[config.mk]
export PLATFORM = sky130hd
export DESIGN_NAME = fe_rx_decoder
export DESIGN_NICKNAME = d
export VERILOG_FILES = /design/src/rtl/fe_rx_pkg.sv /design/src/rtl/fe_rx_line.sv /design/src/rtl/fe_rx_descr.sv /design/src/rtl/fe_rx_align.sv /design/src/rtl/fe_rx_decoder.sv
export SDC_FILE = /design/constraint.sdc
export NUM_CORES = 1
export LEC_CHECK = 0
export BUFFER_PORTS_ARGS = -buffer_cell sky130_fd_sc_hd__buf_2
export CORE_ASPECT_RATIO = 1.75
export CORE_MARGIN = 2
export CORE_UTILIZATION = 35
export CTS_CLUSTER_DIAMETER = 30
export CTS_CLUSTER_SIZE = 40
export DETAILED_ROUTE_END_ITERATION = 6
export GPL_TIMING_DRIVEN = 0
export PLACE_DENSITY = 0.49
export SLEW_MARGIN = 25
export SYNTH_ARGS = -nofsm -noshare
export SYNTH_HDL_FRONTEND = slang
export SYNTH_SLANG_ARGS = --single-unit
[constraint.sdc]
create_clock -name clk_i -period 2.9 [get_ports clk_i]
set_input_delay 0.145 -clock clk_i [delete_from_list [all_inputs] [get_ports clk_i]]
set_output_delay 0.145 -clock clk_i [all_outputs]
set_load 0.02 [all_outputs]
[src/rtl/fe_rx_pkg.sv]
package fe_rx_pkg;
  localparam int unsigned GRP_W = 5;
  localparam logic [GRP_W-1:0] GRP_IDLE = 5'b11111;
  localparam logic [GRP_W-1:0] GRP_SSD1 = 5'b11000;
  localparam logic [GRP_W-1:0] GRP_SSD2 = 5'b10001;
  localparam logic [GRP_W-1:0] GRP_ESD1 = 5'b01101;

  typedef enum logic [1:0] {AL_IDLE, AL_CHECK, AL_FRAME, AL_END} al_state_e;

  typedef struct packed {
    logic       ok;
    logic [3:0] nib;
  } dec_t;

  function automatic dec_t dec_grp(input logic [GRP_W-1:0] g);
    dec_t d;
    d.ok = 1'b1;
    unique case (g)
      5'b11110: d.nib = 4'h0;
      5'b01001: d.nib = 4'h1;
      5'b10100: d.nib = 4'h2;
      5'b10101: d.nib = 4'h3;
      5'b01010: d.nib = 4'h4;
      5'b01011: d.nib = 4'h5;
      5'b01110: d.nib = 4'h6;
      5'b01111: d.nib = 4'h7;
      5'b10010: d.nib = 4'h8;
      5'b10011: d.nib = 4'h9;
      5'b10110: d.nib = 4'hA;
      5'b10111: d.nib = 4'hB;
      5'b11010: d.nib = 4'hC;
      5'b11011: d.nib = 4'hD;
      5'b11100: d.nib = 4'hE;
      5'b11101: d.nib = 4'hF;
      default: begin
        d.ok  = 1'b0;
        d.nib = 4'h0;
      end
    endcase
    return d;
  endfunction
endpackage

[src/rtl/fe_rx_line.sv]
module fe_rx_line #(
  parameter int unsigned LVL_W = 2
) (
  input  logic             clk_i,
  input  logic             rst_ni,
  input  logic             fiber_i,
  input  logic [LVL_W-1:0] mlt3_i,
  input  logic             nrzi_i,
  output logic             nrz_o
);
  logic [LVL_W-1:0] lvl_q;
  logic             nrzi_q;
  logic             nrzi_bit;

  // copper: level change = NRZI 1
  always_comb nrzi_bit = fiber_i ? nrzi_i : (mlt3_i != lvl_q);

  always_ff @(posedge clk_i or negedge rst_ni) begin
    if (!rst_ni) begin
      lvl_q  <= '0;
      nrzi_q <= 1'b0;
      nrz_o  <= 1'b1;
    end else begin
      lvl_q  <= mlt3_i;
      nrzi_q <= nrzi_bit;
      nrz_o  <= nrzi_bit ^ nrzi_q;
    end
  end
endmodule

[src/rtl/fe_rx_descr.sv]
module fe_rx_descr #(
  parameter int unsigned LFSR_W   = 11,
  parameter int unsigned TAP      = 9,
  parameter int unsigned LOCK_RUN = 30
) (
  input  logic clk_i,
  input  logic rst_ni,
  input  logic bypass_i,
  input  logic relock_i,
  input  logic bit_i,
  output logic bit_o,
  output logic lock_o
);
  localparam int unsigned CNT_W = $clog2(LOCK_RUN + 1);

  logic [LFSR_W-1:0] sr_q;
  logic [CNT_W-1:0]  run_q;
  logic              lock_q;
  logic              key;
  logic              idle_key;

  always_comb begin
    key      = sr_q[LFSR_W-1] ^ sr_q[TAP-1];
    idle_key = ~bit_i;  // keystream bit if plain bit was idle 1
  end

  always_ff @(posedge clk_i or negedge rst_ni) begin
    if (!rst_ni) begin
      sr_q   <= '0;
      run_q  <= '0;
      lock_q <= 1'b0;
      bit_o  <= 1'b1;
    end else begin
      bit_o <= bypass_i ? bit_i : (bit_i ^ key);
      if (relock_i) begin
        lock_q <= 1'b0;
        run_q  <= '0;
        sr_q   <= {sr_q[LFSR_W-2:0], idle_key};
      end else if (!lock_q) begin
        sr_q <= {sr_q[LFSR_W-2:0], idle_key};
        if (key == idle_key) begin
          if (run_q == CNT_W'(LOCK_RUN - 1)) lock_q <= 1'b1;
          if (run_q != CNT_W'(LOCK_RUN)) run_q <= run_q + 1'b1;
        end else begin
          run_q <= '0;
        end
      end else begin
        sr_q <= {sr_q[LFSR_W-2:0], key};
      end
    end
  end

  assign lock_o = bypass_i | lock_q;
endmodule

[src/rtl/fe_rx_align.sv]
module fe_rx_align
  import fe_rx_pkg::*;
#(
  parameter int unsigned NIB_W = 4
) (
  input  logic             clk_i,
  input  logic             rst_ni,
  input  logic             lock_i,
  input  logic             bit_i,
  output logic             relock_o,
  output logic             nib_vld_o,
  output logic             rx_dv_o,
  output logic             rx_er_o,
  output logic [NIB_W-1:0] rxd_o
);
  localparam int unsigned WIN_W = 2 * GRP_W - 1;
  localparam int unsigned CNT_W = 3;
  localparam logic [CNT_W-1:0] SSD_TAIL = CNT_W'(6);
  localparam logic [CNT_W-1:0] GRP_LAST = CNT_W'(GRP_W - 1);

  al_state_e        state_q, state_d;
  logic [WIN_W-1:0] win_q;
  logic [CNT_W-1:0] cnt_q, cnt_d;
  logic [GRP_W-1:0] grp;
  dec_t             dec;
  logic             emit, emit_er;

  always_comb begin
    grp      = {win_q[GRP_W-2:0], bit_i};
    dec      = dec_grp(grp);
    state_d  = state_q;
    cnt_d    = cnt_q;
    emit     = 1'b0;
    emit_er  = 1'b0;
    relock_o = 1'b0;
    if (!lock_i) begin
      state_d = AL_IDLE;
      cnt_d   = '0;
    end else begin
      unique case (state_q)
        AL_IDLE: if (!bit_i) begin
          state_d = AL_CHECK;
          cnt_d   = '0;
        end
        AL_CHECK: begin
          if (cnt_q == SSD_TAIL) begin
            cnt_d = '0;
            if ({win_q, bit_i} == {GRP_SSD1, GRP_SSD2}) begin
              state_d = AL_FRAME;
            end else begin
              state_d  = AL_IDLE;
              relock_o = 1'b1;
            end
          end else begin
            cnt_d = cnt_q + 1'b1;
          end
        end
        AL_FRAME: begin
          if (cnt_q == GRP_LAST) begin
            cnt_d = '0;
            if (grp == GRP_ESD1) begin
              state_d = AL_END;
            end else if (grp == GRP_IDLE) begin
              emit    = 1'b1;
              emit_er = 1'b1;
              state_d = AL_IDLE;
            end else begin
              emit    = 1'b1;
              emit_er = ~dec.ok;
            end
          end else begin
            cnt_d = cnt_q + 1'b1;
          end
        end
        AL_END: begin
          if (cnt_q == GRP_LAST) begin
            cnt_d   = '0;
            state_d = AL_IDLE;
          end else begin
            cnt_d = cnt_q + 1'b1;
          end
        end
        default: state_d = AL_IDLE;
      endcase
    end
  end

  always_ff @(posedge clk_i or negedge rst_ni) begin
    if (!rst_ni) begin
      state_q   <= AL_IDLE;
      cnt_q     <= '0;
      win_q     <= '1;
      nib_vld_o <= 1'b0;
      rx_dv_o   <= 1'b0;
      rx_er_o   <= 1'b0;
      rxd_o     <= '0;
    end else begin
      state_q   <= state_d;
      cnt_q     <= cnt_d;
      win_q     <= {win_q[WIN_W-2:0], bit_i};
      nib_vld_o <= emit;
      if (emit) begin
        rx_dv_o <= 1'b1;
        rx_er_o <= emit_er;
        rxd_o   <= dec.nib;
      end else if (state_d != AL_FRAME) begin
        rx_dv_o <= 1'b0;
        rx_er_o <= 1'b0;
      end
    end
  end
endmodule

[src/rtl/fe_rx_decoder.sv]
module fe_rx_decoder #(
  parameter int unsigned LVL_W    = 2,
  parameter int unsigned NIB_W    = 4,
  parameter int unsigned LFSR_W   = 11,
  parameter int unsigned TAP      = 9,
  parameter int unsigned LOCK_RUN = 30
) (
  input  logic             clk_i,
  input  logic             rst_ni,
  input  logic             fiber_i,
  input  logic [LVL_W-1:0] mlt3_i,
  input  logic             nrzi_i,
  output logic             lock_o,
  output logic             nib_vld_o,
  output logic             rx_dv_o,
  output logic             rx_er_o,
  output logic [NIB_W-1:0] rxd_o
);
  logic nrz;
  logic plain;
  logic relock;

  fe_rx_line #(.LVL_W(LVL_W)) u_line (
    .clk_i  (clk_i),
    .rst_ni (rst_ni),
    .fiber_i(fiber_i),
    .mlt3_i (mlt3_i),
    .nrzi_i (nrzi_i),
    .nrz_o  (nrz)
  );

  fe_rx_descr #(.LFSR_W(LFSR_W), .TAP(TAP), .LOCK_RUN(LOCK_RUN)) u_descr (
    .clk_i   (clk_i),
    .rst_ni  (rst_ni),
    .bypass_i(fiber_i),
    .relock_i(relock),
    .bit_i   (nrz),
    .bit_o   (plain),
    .lock_o  (lock_o)
  );

  fe_rx_align #(.NIB_W(NIB_W)) u_align (
    .clk_i    (clk_i),
    .rst_ni   (rst_ni),
    .lock_i   (lock_o),
    .bit_i    (plain),
    .relock_o (relock),
    .nib_vld_o(nib_vld_o),
    .rx_dv_o  (rx_dv_o),
    .rx_er_o  (rx_er_o),
    .rxd_o    (rxd_o)
  );
endmodule

# ---- After elaboration in Yosys (flattened, before gate mapping)
# Index checks and enable logic that the tools add are counted.
dict set report word_totals {
  reg_bits 43
  input_bits 6
}
dict set report classes {
  n_addsub 2
  n_eq_ne 32
  n_reduce_logical 5
  bitwise 6
  mux 44
}
# op n
set ops {}
lappend ops {{equality test 5 bit, second input constant} 13}
lappend ops {{case mux 4 bit (15 select lines)} 1}
lappend ops {{equality test 5 x 4 -> 1 bit, second input constant} 6}
lappend ops {{2-to-1 mux 1 bit} 25}
lappend ops {{2-to-1 mux 5 bit} 4}
lappend ops {{2-to-1 mux 2 bit} 8}
lappend ops {{OR reduction 16 bit} 1}
lappend ops {{2-to-1 mux 3 bit} 4}
lappend ops {{equality test 10 bit, second input constant} 1}
lappend ops {{case mux 3 bit (3 select lines)} 1}
lappend ops {{case mux 2 bit (4 select lines)} 1}
lappend ops {{equality test 3 bit, second input constant} 2}
lappend ops {{inequality test 3 bit, second input constant} 2}
lappend ops {{adder 5 x 1 -> 5 bit, second input constant} 1}
lappend ops {{inequality test 5 bit, second input constant} 1}
lappend ops {{equality test 2 bit, second input constant} 2}
lappend ops {{inequality test 2 bit, second input constant} 2}
lappend ops {{adder 3 x 1 -> 3 bit, second input constant} 1}
lappend ops {{bitwise XOR 1 bit} 3}
lappend ops {{equality test 2 x 1 -> 1 bit, second input constant} 1}
lappend ops {{zero test 2 bit} 1}
lappend ops {{inequality test 2 bit} 1}
lappend ops {{inverter 1 bit} 2}
lappend ops {{AND reduction 2 bit} 1}
lappend ops {{4 further kinds} 4}

# ---- Longest topological paths before layout
# Gate-level depths: netlist of the first run.
dict set report logic_depth {
  ltp_word 10
  ltp_mapped 6
  depth_no_buf 6
}

# ---- Cells and area by module
# From an unflattened synthesis of the first run, not the netlist that was laid out.
dict set report unflattened {
  hier_cells 160
  hier_area_um2 1914.3
}
# mod seq_area_each_um2 cells_each n_inst area_each_um2
set by_module_without_submodules {}
lappend by_module_without_submodules {fe_rx_align 536.8 99 1 1041.0}
lappend by_module_without_submodules {fe_rx_descr 451.7 52 1 729.4}
lappend by_module_without_submodules {fe_rx_line 101.3 9 1 143.9}

# ---- Worst setup path before layout of the first run
# No wires, ideal clock.
dict set report synth_path {
  path_kind {reg-to-reg}
  from {reg u_align.cnt_q[0]}
  to {reg u_align.rx_er_o}
  path_stages_with_launch 7
  path_buffers 0
  arrival_time_ns 1.496
  setup_ns 0.122
  slack_ns 1.282
  cell_sequence {dfrtp_1 inv_1 ha_1 and4b_1 o311ai_4 and2_0 a32o_1}
}
dict set report synth_via {
  elab_chain_len 6
}
# element line
set synth_rtl {}
lappend synth_rtl {{start: declaration} fe_rx_align.sv:23} ;# logic [CNT_W-1:0] cnt_q, cnt_d;
lappend synth_rtl {{start signal: assignment} fe_rx_align.sv:99} ;# cnt_q <= cnt_d;
lappend synth_rtl {{equality test 3 bit, on equally long branches} {fe_rx_align.sv:59, fe_rx_align.sv:76, fe_rx_align.sv:46}}
lappend synth_rtl {{2-to-1 mux 2 bit, on equally long branches} {fe_rx_align.sv:76, fe_rx_align.sv:46, fe_rx_align.sv:59}}
lappend synth_rtl {{case mux 2 bit (4 select lines)} fe_rx_align.sv:40} ;# unique case (state_q)
lappend synth_rtl {{2-to-1 mux 2 bit} fe_rx_align.sv:36} ;# if (!lock_i) begin
lappend synth_rtl {{inequality test 2 bit} fe_rx_align.sv:106} ;# end else if (state_d != AL_FRAME) begin
lappend synth_rtl {{nonzero test 2 bit (no source line)} -}
lappend synth_rtl {{end signal: assignment} fe_rx_align.sv:104} ;# rx_er_o <= emit_er;
lappend synth_rtl {{end: declaration} fe_rx_align.sv:13} ;# output logic rx_er_o,
# Several ways; a longest one is shown, not always the timed one.
# A chain may end at the register's enable or synchronous reset.

# ---- Worst setup path in the final report of the first run
# Same ends and word-level chain as after synthesis.

==> results by group, run 1 <==
CTS
  – Worst-skew pair later-pin latency: 0.30 ns
  – CTS tree: built
  – CTS clk-pin slew, worst paths: 0.09 ns
  – Clock root buffer: clkbuf_8
  – CTS resizes: 0
  – Clk sink count: 43
  – # H-tree levels: 2
  – CTS Buf Count: 5
  – Post-CTS Setup Inserts: 0
  – Max clock buf depth: 2

Global route
  – Total GRT Usage: 13.48%
  – Total gr overflow: 0
  – Vias in the first global route: 1,290
  – Initial antenna violation count: 0
  – First-pass GRT wire length: 6.216 mm
  – Largest net degree at the start of global routing: 44

Timing
  – Pin slew with the least headroom to its limit: 0.5345 ns
  – Fin. max-slew vios: 0
  – Unrepaired setup endpoints after global routing: false
  – Fmax: 562.2 MHz
  – Post-layout minimum cycle time: 1.779 ns
  – Slew margin rel.: 64.37%
  – Clock Skews: 0.01200 ns
  – Post-Route Setup TNS: 0 ns
  – Fin. Hold Viols: 0
  – Final setup violating endpoints: 0
  – Final setup margin: 1.121 ns
  – Crit share post-route: 61.33%

Drt
  – Residual DRC: 0
  – Wirelength per Cell: 13.88 um
  – Iteration-0 DRC Markers: 32
  – DR vias/cell: 4.912
  – Final ANT Viol Nets: 0
  – First-pass DRT Iterations: 4
  – WL final: 3.609 mm
  – Routed via count: 1,277

Logic synthesis
  – Synth area leaders: dfrtp_1, dfstp_2, ha_1, nand2_1, buf_6
  – Number of enable flip-flop cells after synthesis: 0
  – Yosys top cell area share: 40.97%
  – FF+latch count, synth: 43
  – Synth Flop Type: dfrtp_1
  – Cell Area, Synth: 1954 sq um
  – YS warnings: 0
  – Synth cell types: 49
  – Post-Syn Instances: 160
  – Asr flop ratio synth: 100.0%
  – Register area share after synthesis: 55.76%
  – Mapped Nets: 172
  – Avg Inst Size Synth: 12.21 sq um
  – Yosys top cell by area: dfrtp_1

Die
  – Starting density of the core: 35.56%
  – Core ar.: 5495 sq um
  – Die area: 6221 sq um
  – DIE WIDTH: 60.49 um
  – Num rows: 36
  – I/O pin count: 14
  – Chip height: 102.9 um

Pwr
  – Pleak: 1.007 nW
  – Total power draw: 2.165 mW
  – Pwr dens: 969.5 nW/um^2
  – Max IR drop VDD: 341.3 uV

Worst setup path
  – Cell Chain, Critical Path: inv_1 > ha_1 > and4b_1 > o311ai_4 > and2_0 > a32o_1
  – CP startpoint kind: flop
  – Buf/Inv on CP: 1
  – Worst stage delay on the critical path: 0.43 ns
  – WP data arrival: 1.97 ns
  – Delay-heaviest family, CP: simple AND/OR/NAND/NOR gates
  – Max Fanout on Critical Path: 10
  – CP Capture Type: flop
  – Worst EP required: 3.09 ns
  – Critical path class: flop to flop
  – Crit-path slowest cell: dfrtp_1

Place
  – Buffers on Ports: 13
  – Placed Cells: 249
  – GPL Wtd Cong: 0.8655
  – Setup WS pre-CTS: 1.128 ns
  – Post-DP HPWL: 2.464 mm

Cells and area
  – FF/Latch Area: 1090 sq um
  – Ant. Diodes: 0
  – Commonest non-fill, non-tap cell in the layout: dfrtp_1
  – # nets final: 195
  – Fillers: 528
  – Synth-to-Final Area Change: 14.28%
  – Ratio of cells with drive above 1 in the final layout: 26.63%
  – Area taken by multi-input logic gates: 768.2 sq um
  – Non-Filler Instances: 260
  – Most frequent cells in the layout: dfrtp_1, nand2_1, buf_2

Min path
  – Hold WC Path Type: primary input to flop

Run
  – Max Cap Viol: 0

Run status
  – Status: completed
-- kinds of logic after synthesis --
group | synth area share (%)
AND/OR/NAND/NOR | 15.75
buffers and inverters | 4.929
adder cells (fa/ha/maj) | 3.841
multiplexers | 1.024
XOR/XNOR | 5.634
flip-flops | 55.76
AO/OA/AOI/OAI | 13.06
-- repair_timing --
item / CTS / global route
hold endpoints to repair: 2 / 32
hold buffers: 2 / 1
endpoints found under the setup margin: 0 / 0
-- metrics by stage --
step | utilization [%] | hold WS [ns] | cell area [sq um]
after global placement | 38.48 | 0.2770 | 2115
after detailed placement | 38.48 | 0.2786 | 2115
after floorplan | - | -0.1506 | 1954
after global routing | 40.64 | 0.1229 | 2233
final | 40.64 | 0.1186 | 2233
after CTS | 40.41 | 0.01091 | 2221
-- final timing paths --
kind,cells after the start,start,slack (ns),endpoint
setup / recovery,6,u_align.cnt_q[0]$_DFFE_PN0P_,1.12,u_align.rx_er_o$_DFFE_PN0P_
hold reg to reg,0,u_descr.sr_q[1]$_DFF_PN0_,0.35,u_descr.sr_q[2]$_DFF_PN0_
setup reg to reg,6,u_align.cnt_q[0]$_DFFE_PN0P_,1.12,u_align.rx_er_o$_DFFE_PN0P_
max in group asynchronous,2,rst_ni,2.15,u_align.win_q[8]$_DFF_PN1_
hold / removal,3,nrzi_i,0.12,u_line.nrzi_q$_DFF_PN0_
min in group asynchronous,2,rst_ni,0.36,u_descr.sr_q[2]$_DFF_PN0_
-- cells in the mapped netlist (2+ instances only) --
cell type,instances
nand2_1,13
o31ai_1,4
inv_2,2
o21ai_0,3
mux2i_1,2
ha_1,6
dfrtp_1,32
dfstp_2,11
o21ai_1,4
xnor2_1,5
nor3_1,5
nand4_1,4
a32o_1,2
buf_6,4
inv_1,8
nand3_1,5
nor2_1,7
and4b_1,2
a21oi_1,5
xor2_1,5
nor2b_1,3
-- power breakdown --
group	switching, mW	internal [mW]	total, mW
Clock	0.208	0.170	0.378
Sequential	0.165	0.860	1.03
Combinational	0.416	0.346	0.762
Total	0.789	1.38	2.17
-- layer usage --
layer | up-vias | share of wire, % | track usage (%)
met5 | - | 0 | 0
met2 | 20 | 52 | 22.16
met1 | 643 | 43 | 16.24
met4 | 0 | 2.5 | 6.355
li1 | 607 | - | -
met3 | 7 | 2.4 | 3.388
-- worst register-to-register path: cells and delay by family, from the launching register on --
| family | cells | cell delay (ns) |
|---|---|---|
| AOI/OAI and AO/OA | 2 | 0.44 |
| DFF | 1 | 0.43 |
| buffers and inverters | 1 | 0.10 |
| adders and majority gates | 1 | 0.21 |
| and+or+nand+nor | 2 | 0.49 |
-- registers in the layout, indices dropped and copies added (netlist names) --
register           cells
u_descr.lock_q         1
u_line.lvl_q           2
u_align.rxd_o          4
u_line.nrz_o           1
u_line.nrzi_q          1
u_descr.sr_q          11
u_align.rx_dv_o        1
u_align.rx_er_o        1
u_descr.bit_o          1
u_align.nib_vld_o      1
u_align.win_q          9
u_align.state_q        2
u_descr.run_q          5
u_align.cnt_q          3
-- cell type report --
class,count,area share [%]
flip-flops and latches,43,48.80
multi-input cells,102,34.40
repair buffers,16,4.370
well taps,76,4.258
clock buffers,6,3.249
plain buffers,5,2.633
inverters,10,1.681
clock inverters,2,0.6162
(Power assumes the default switching activity.)
==> run 2, diff against run 1 <==
==> constraint.sdc (replaced) <==
create_clock -name clk_i -period 1.8 [get_ports clk_i]
set_input_delay 0.09 -clock clk_i [delete_from_list [all_inputs] [get_ports clk_i]]
set_output_delay 0.09 -clock clk_i [all_outputs]
set_load 0.02 [all_outputs]
==> results by group, run 2 (synthesized netlist as in run 1, its figures left out) <==
Die
  – Chip height: 102.9 um (unchanged)
  – Die area: 6221 sq um (unchanged)
  – I/O pin count: 14 (unchanged)
  – Core ar.: 5495 sq um (unchanged)
  – Starting density of the core: 35.56% (unchanged)
  – DIE WIDTH: 60.49 um (unchanged)
  – Num rows: 36 (unchanged)

Worst setup path
  – CP startpoint kind: flop (unchanged)
  – Cell Chain, Critical Path: inv_1 > ha_2 > and4b_2 > o311ai_4 > and2_0 > a32o_1 (was inv_1 > ha_1 > and4b_1 > o311ai_4 > and2_0 > a32o_1)
  – Max Fanout on Critical Path: 5 (was 10)
  – FF-to-FF setup slack: 0.12 ns (was 1.12 ns)
  – Worst stage delay on the critical path: 0.41 ns (was 0.43 ns)
  – Delay-heaviest family, CP: simple AND/OR/NAND/NOR gates (unchanged)
  – Worst Reg-to-Reg Cells: 6 (unchanged)
  – Buf/Inv on CP: 1 (unchanged)
  – Critical path class: flop to flop (unchanged)
  – Stages on worst setup path: 6 (unchanged)
  – CP Capture Type: flop (unchanged)
  – WP data arrival: 1.87 ns (was 1.97 ns)
  – Reg-to-reg startpoint: u_align.cnt_q[0]$_DFFE_PN0P_ (unchanged)
  – RR Endpoint: u_align.rx_er_o$_DFFE_PN0P_ (unchanged)
  – Worst EP required: 1.99 ns (was 3.09 ns)
  – Crit-path slowest cell: dfrtp_1 (unchanged)

Timing
  – Slew margin rel.: 64.35% (was 64.37%)
  – Final setup margin: 0.1195 ns (was 1.121 ns)
  – Final setup violating endpoints: 0 (unchanged)
  – Post-layout minimum cycle time: 1.681 ns (was 1.779 ns)
  – Fmax: 595.0 MHz (was 562.2 MHz)
  – Clock Skews: 0.01198 ns (was 0.01200 ns)
  – Crit share post-route: 93.36% (was 61.33%)
  – Fin. Hold Viols: 0 (unchanged)
  – Unrepaired setup endpoints after global routing: false (unchanged)
  – Final hold slack: 0.06232 ns (was 0.1186 ns)
  – Post-Route Setup TNS: 0 ns (unchanged)
  – Pin slew with the least headroom to its limit: 0.5348 ns (was 0.5345 ns)
  – Fin. max-slew vios: 0 (unchanged)

Global route
  – Total gr overflow: 0 (unchanged)
  – Largest net degree at the start of global routing: 44 (unchanged)
  – Vias in the first global route: 1,302 (was 1,290)
  – First-pass GRT wire length: 6.244 mm (was 6.216 mm)
  – Initial antenna violation count: 0 (unchanged)
  – Total GRT Usage: 13.53% (was 13.48%)

Drt
  – Wirelength per Cell: 13.85 um (was 13.88 um)
  – Iteration-0 DRC Markers: 24 (was 32)
  – WL final: 3.657 mm (was 3.609 mm)
  – Routed via count: 1,289 (was 1,277)
  – First-pass DRT Iterations: 4 (unchanged)
  – Final ANT Viol Nets: 0 (unchanged)
  – DR vias/cell: 4.883 (was 4.912)
  – Residual DRC: 0 (unchanged)

CTS
  – Clock root buffer: clkbuf_8 (unchanged)
  – CTS clk-pin slew, worst paths: 0.09 ns (about the same)
  – Clk sink count: 43 (unchanged)
  – # H-tree levels: 2 (unchanged)
  – CTS Buf Count: 5 (unchanged)
  – Max clock buf depth: 2 (unchanged)
  – Worst-skew pair later-pin latency: 0.30 ns (about the same)
  – CTS tree: built (unchanged)

Pwr
  – Switching part of the total power: 36.31% (was 36.43%)
  – Max IR drop VDD: 549.2 uV (was 341.3 uV)
  – Pwr dens: 1543 nW/um^2 (was 969.5 nW/um^2)
  – Sw power: 1.274 mW (was 0.7888 mW)
  – Clock share of power: 17.3% (was 17.5%)
  – Logic gate share of total power: 35.8% (was 35.2%)
  – Sequential share of power: 47.0% (was 47.4%)
  – Total power draw: 3.508 mW (was 2.165 mW)
  – Pleak: 1.025 nW (was 1.007 nW)
  – P_int: 2.234 mW (was 1.376 mW)

Run status
  – Status: completed (unchanged)

Run
  – Max Cap Viol: 0 (unchanged)

Min path
  – Hold Path Depth: 3 (unchanged)
  – Hold WC Path Type: primary input to flop (unchanged)
  – Hold endpoint: u_line.nrzi_q$_DFF_PN0_ (unchanged)
  – Hold Crit Start: nrzi_i (unchanged)

Place
  – Placed Cells: 249 (unchanged)
  – Post-DP HPWL: 2.464 mm (unchanged)
  – DP Area: 2115 sq um (unchanged)
  – Setup WS pre-CTS: 0.02783 ns (was 1.128 ns)
  – Buffers on Ports: 13 (unchanged)
  – GPL Wtd Cong: 0.8655 (unchanged)

Cells and area
  – Synth-to-Final Area Change: 16.33% (was 14.28%)
  – # nets final: 199 (was 195)
  – Biggest regs: u_descr.sr_q: 11 flops, u_align.win_q: 9 flops, u_descr.run_q: 5 flops (unchanged)
  – Commonest non-fill, non-tap cell in the layout: dfrtp_1 (unchanged)
  – Most flop-heavy register: u_descr.sr_q (unchanged)
  – Ratio of cells with drive above 1 in the final layout: 29.79% (was 26.63%)
  – Max reg flops: 11 (unchanged)
  – Ant. Diodes: 0 (unchanged)
  – Fillers: 531 (was 528)
  – Most frequent cells in the layout: dfrtp_1, nand2_1, buf_2 (unchanged)
  – Finished Core Util: 41.37% (was 40.64%)
  – Non-Filler Instances: 264 (was 260)
  – Fin area: 2273 sq um (was 2233 sq um)
-- run 2: cell count changes in the layout (fill, tap and decap cells not counted) --
cell       previous run  this run
buf_4                 1         5
a2bb2oi_1             1         0
a2bb2oi_2             0         1
and4b_1               2         1
and4b_2               0         1
ha_1                  6         5
ha_2                  0         1
-- run 2: worst max-delay path by stage --
stage	from	to	slack (ns)
final	u_align.cnt_q[0]$_DFFE_PN0P_	u_align.rx_er_o$_DFFE_PN0P_	0.12
after global routing	u_align.cnt_q[0]$_DFFE_PN0P_	u_align.rx_er_o$_DFFE_PN0P_	0.01
after CTS	u_align.cnt_q[0]$_DFFE_PN0P_	u_align.rx_er_o$_DFFE_PN0P_	0.02
after detailed placement	u_align.cnt_q[0]$_DFFE_PN0P_	u_align.rx_er_o$_DFFE_PN0P_	0.03
after global placement	u_align.cnt_q[0]$_DFFE_PN0P_	u_align.rx_er_o$_DFFE_PN0P_	0.06
after floorplan	u_align.cnt_q[0]$_DFFE_PN0P_	u_align.rx_er_o$_DFFE_PN0P_	0.18
-- run 2: tightest hold or removal path: stages --
cell and delay (ns):
buf_2 0.10, nand2_1 0.05, o21ai_1 0.08
-- run 2: power groups by stage --
stage / Combinational [mW] / Clock [mW] / Sequential [mW]
2_1_floorplan: 1.00 / 0 / 1.59
3_3_place_gp: 1.18 / 0 / 1.66
3_5_place_dp: 1.23 / 0 / 1.66
4_1_cts: 1.23 / 0.642 / 1.65
5_1_grt: 1.41 / 0.684 / 1.70
6_report: 1.25 / 0.606 / 1.65
-- run 2: timing repair --
action                     4_1_cts  5_1_grt
hold buffers                     3        0
buffers inserted                 0        4
hold endpoints to repair        34        0
gates resized for setup          0        3
setup endpoints to repair        0        1
-- run 2: metal layers --
metal	part of all wire [%]	GRT usage, %	vias up
met1	42	16.24	645
li1	-	-	614
met4	2.7	6.355	0
met5	0	0	-
met3	2.9	3.388	8
met2	52	22.32	22
-- run 2: final cells by class --
class                           instances  area, sq um  share of cell area [%]
Buffer                                  5        58.81                   2.587
Inverter                               10        37.54                   1.651
Clock buffer                            6        72.57                   3.192
Tap cell                               76        95.09                   4.183
Sequential cell                        43         1090                   47.94
Clock inverter                          2        13.76                  0.6054
Multi-Input combinational cell        102        778.2                   34.23
Timing Repair Buffer                   20        127.6                   5.614
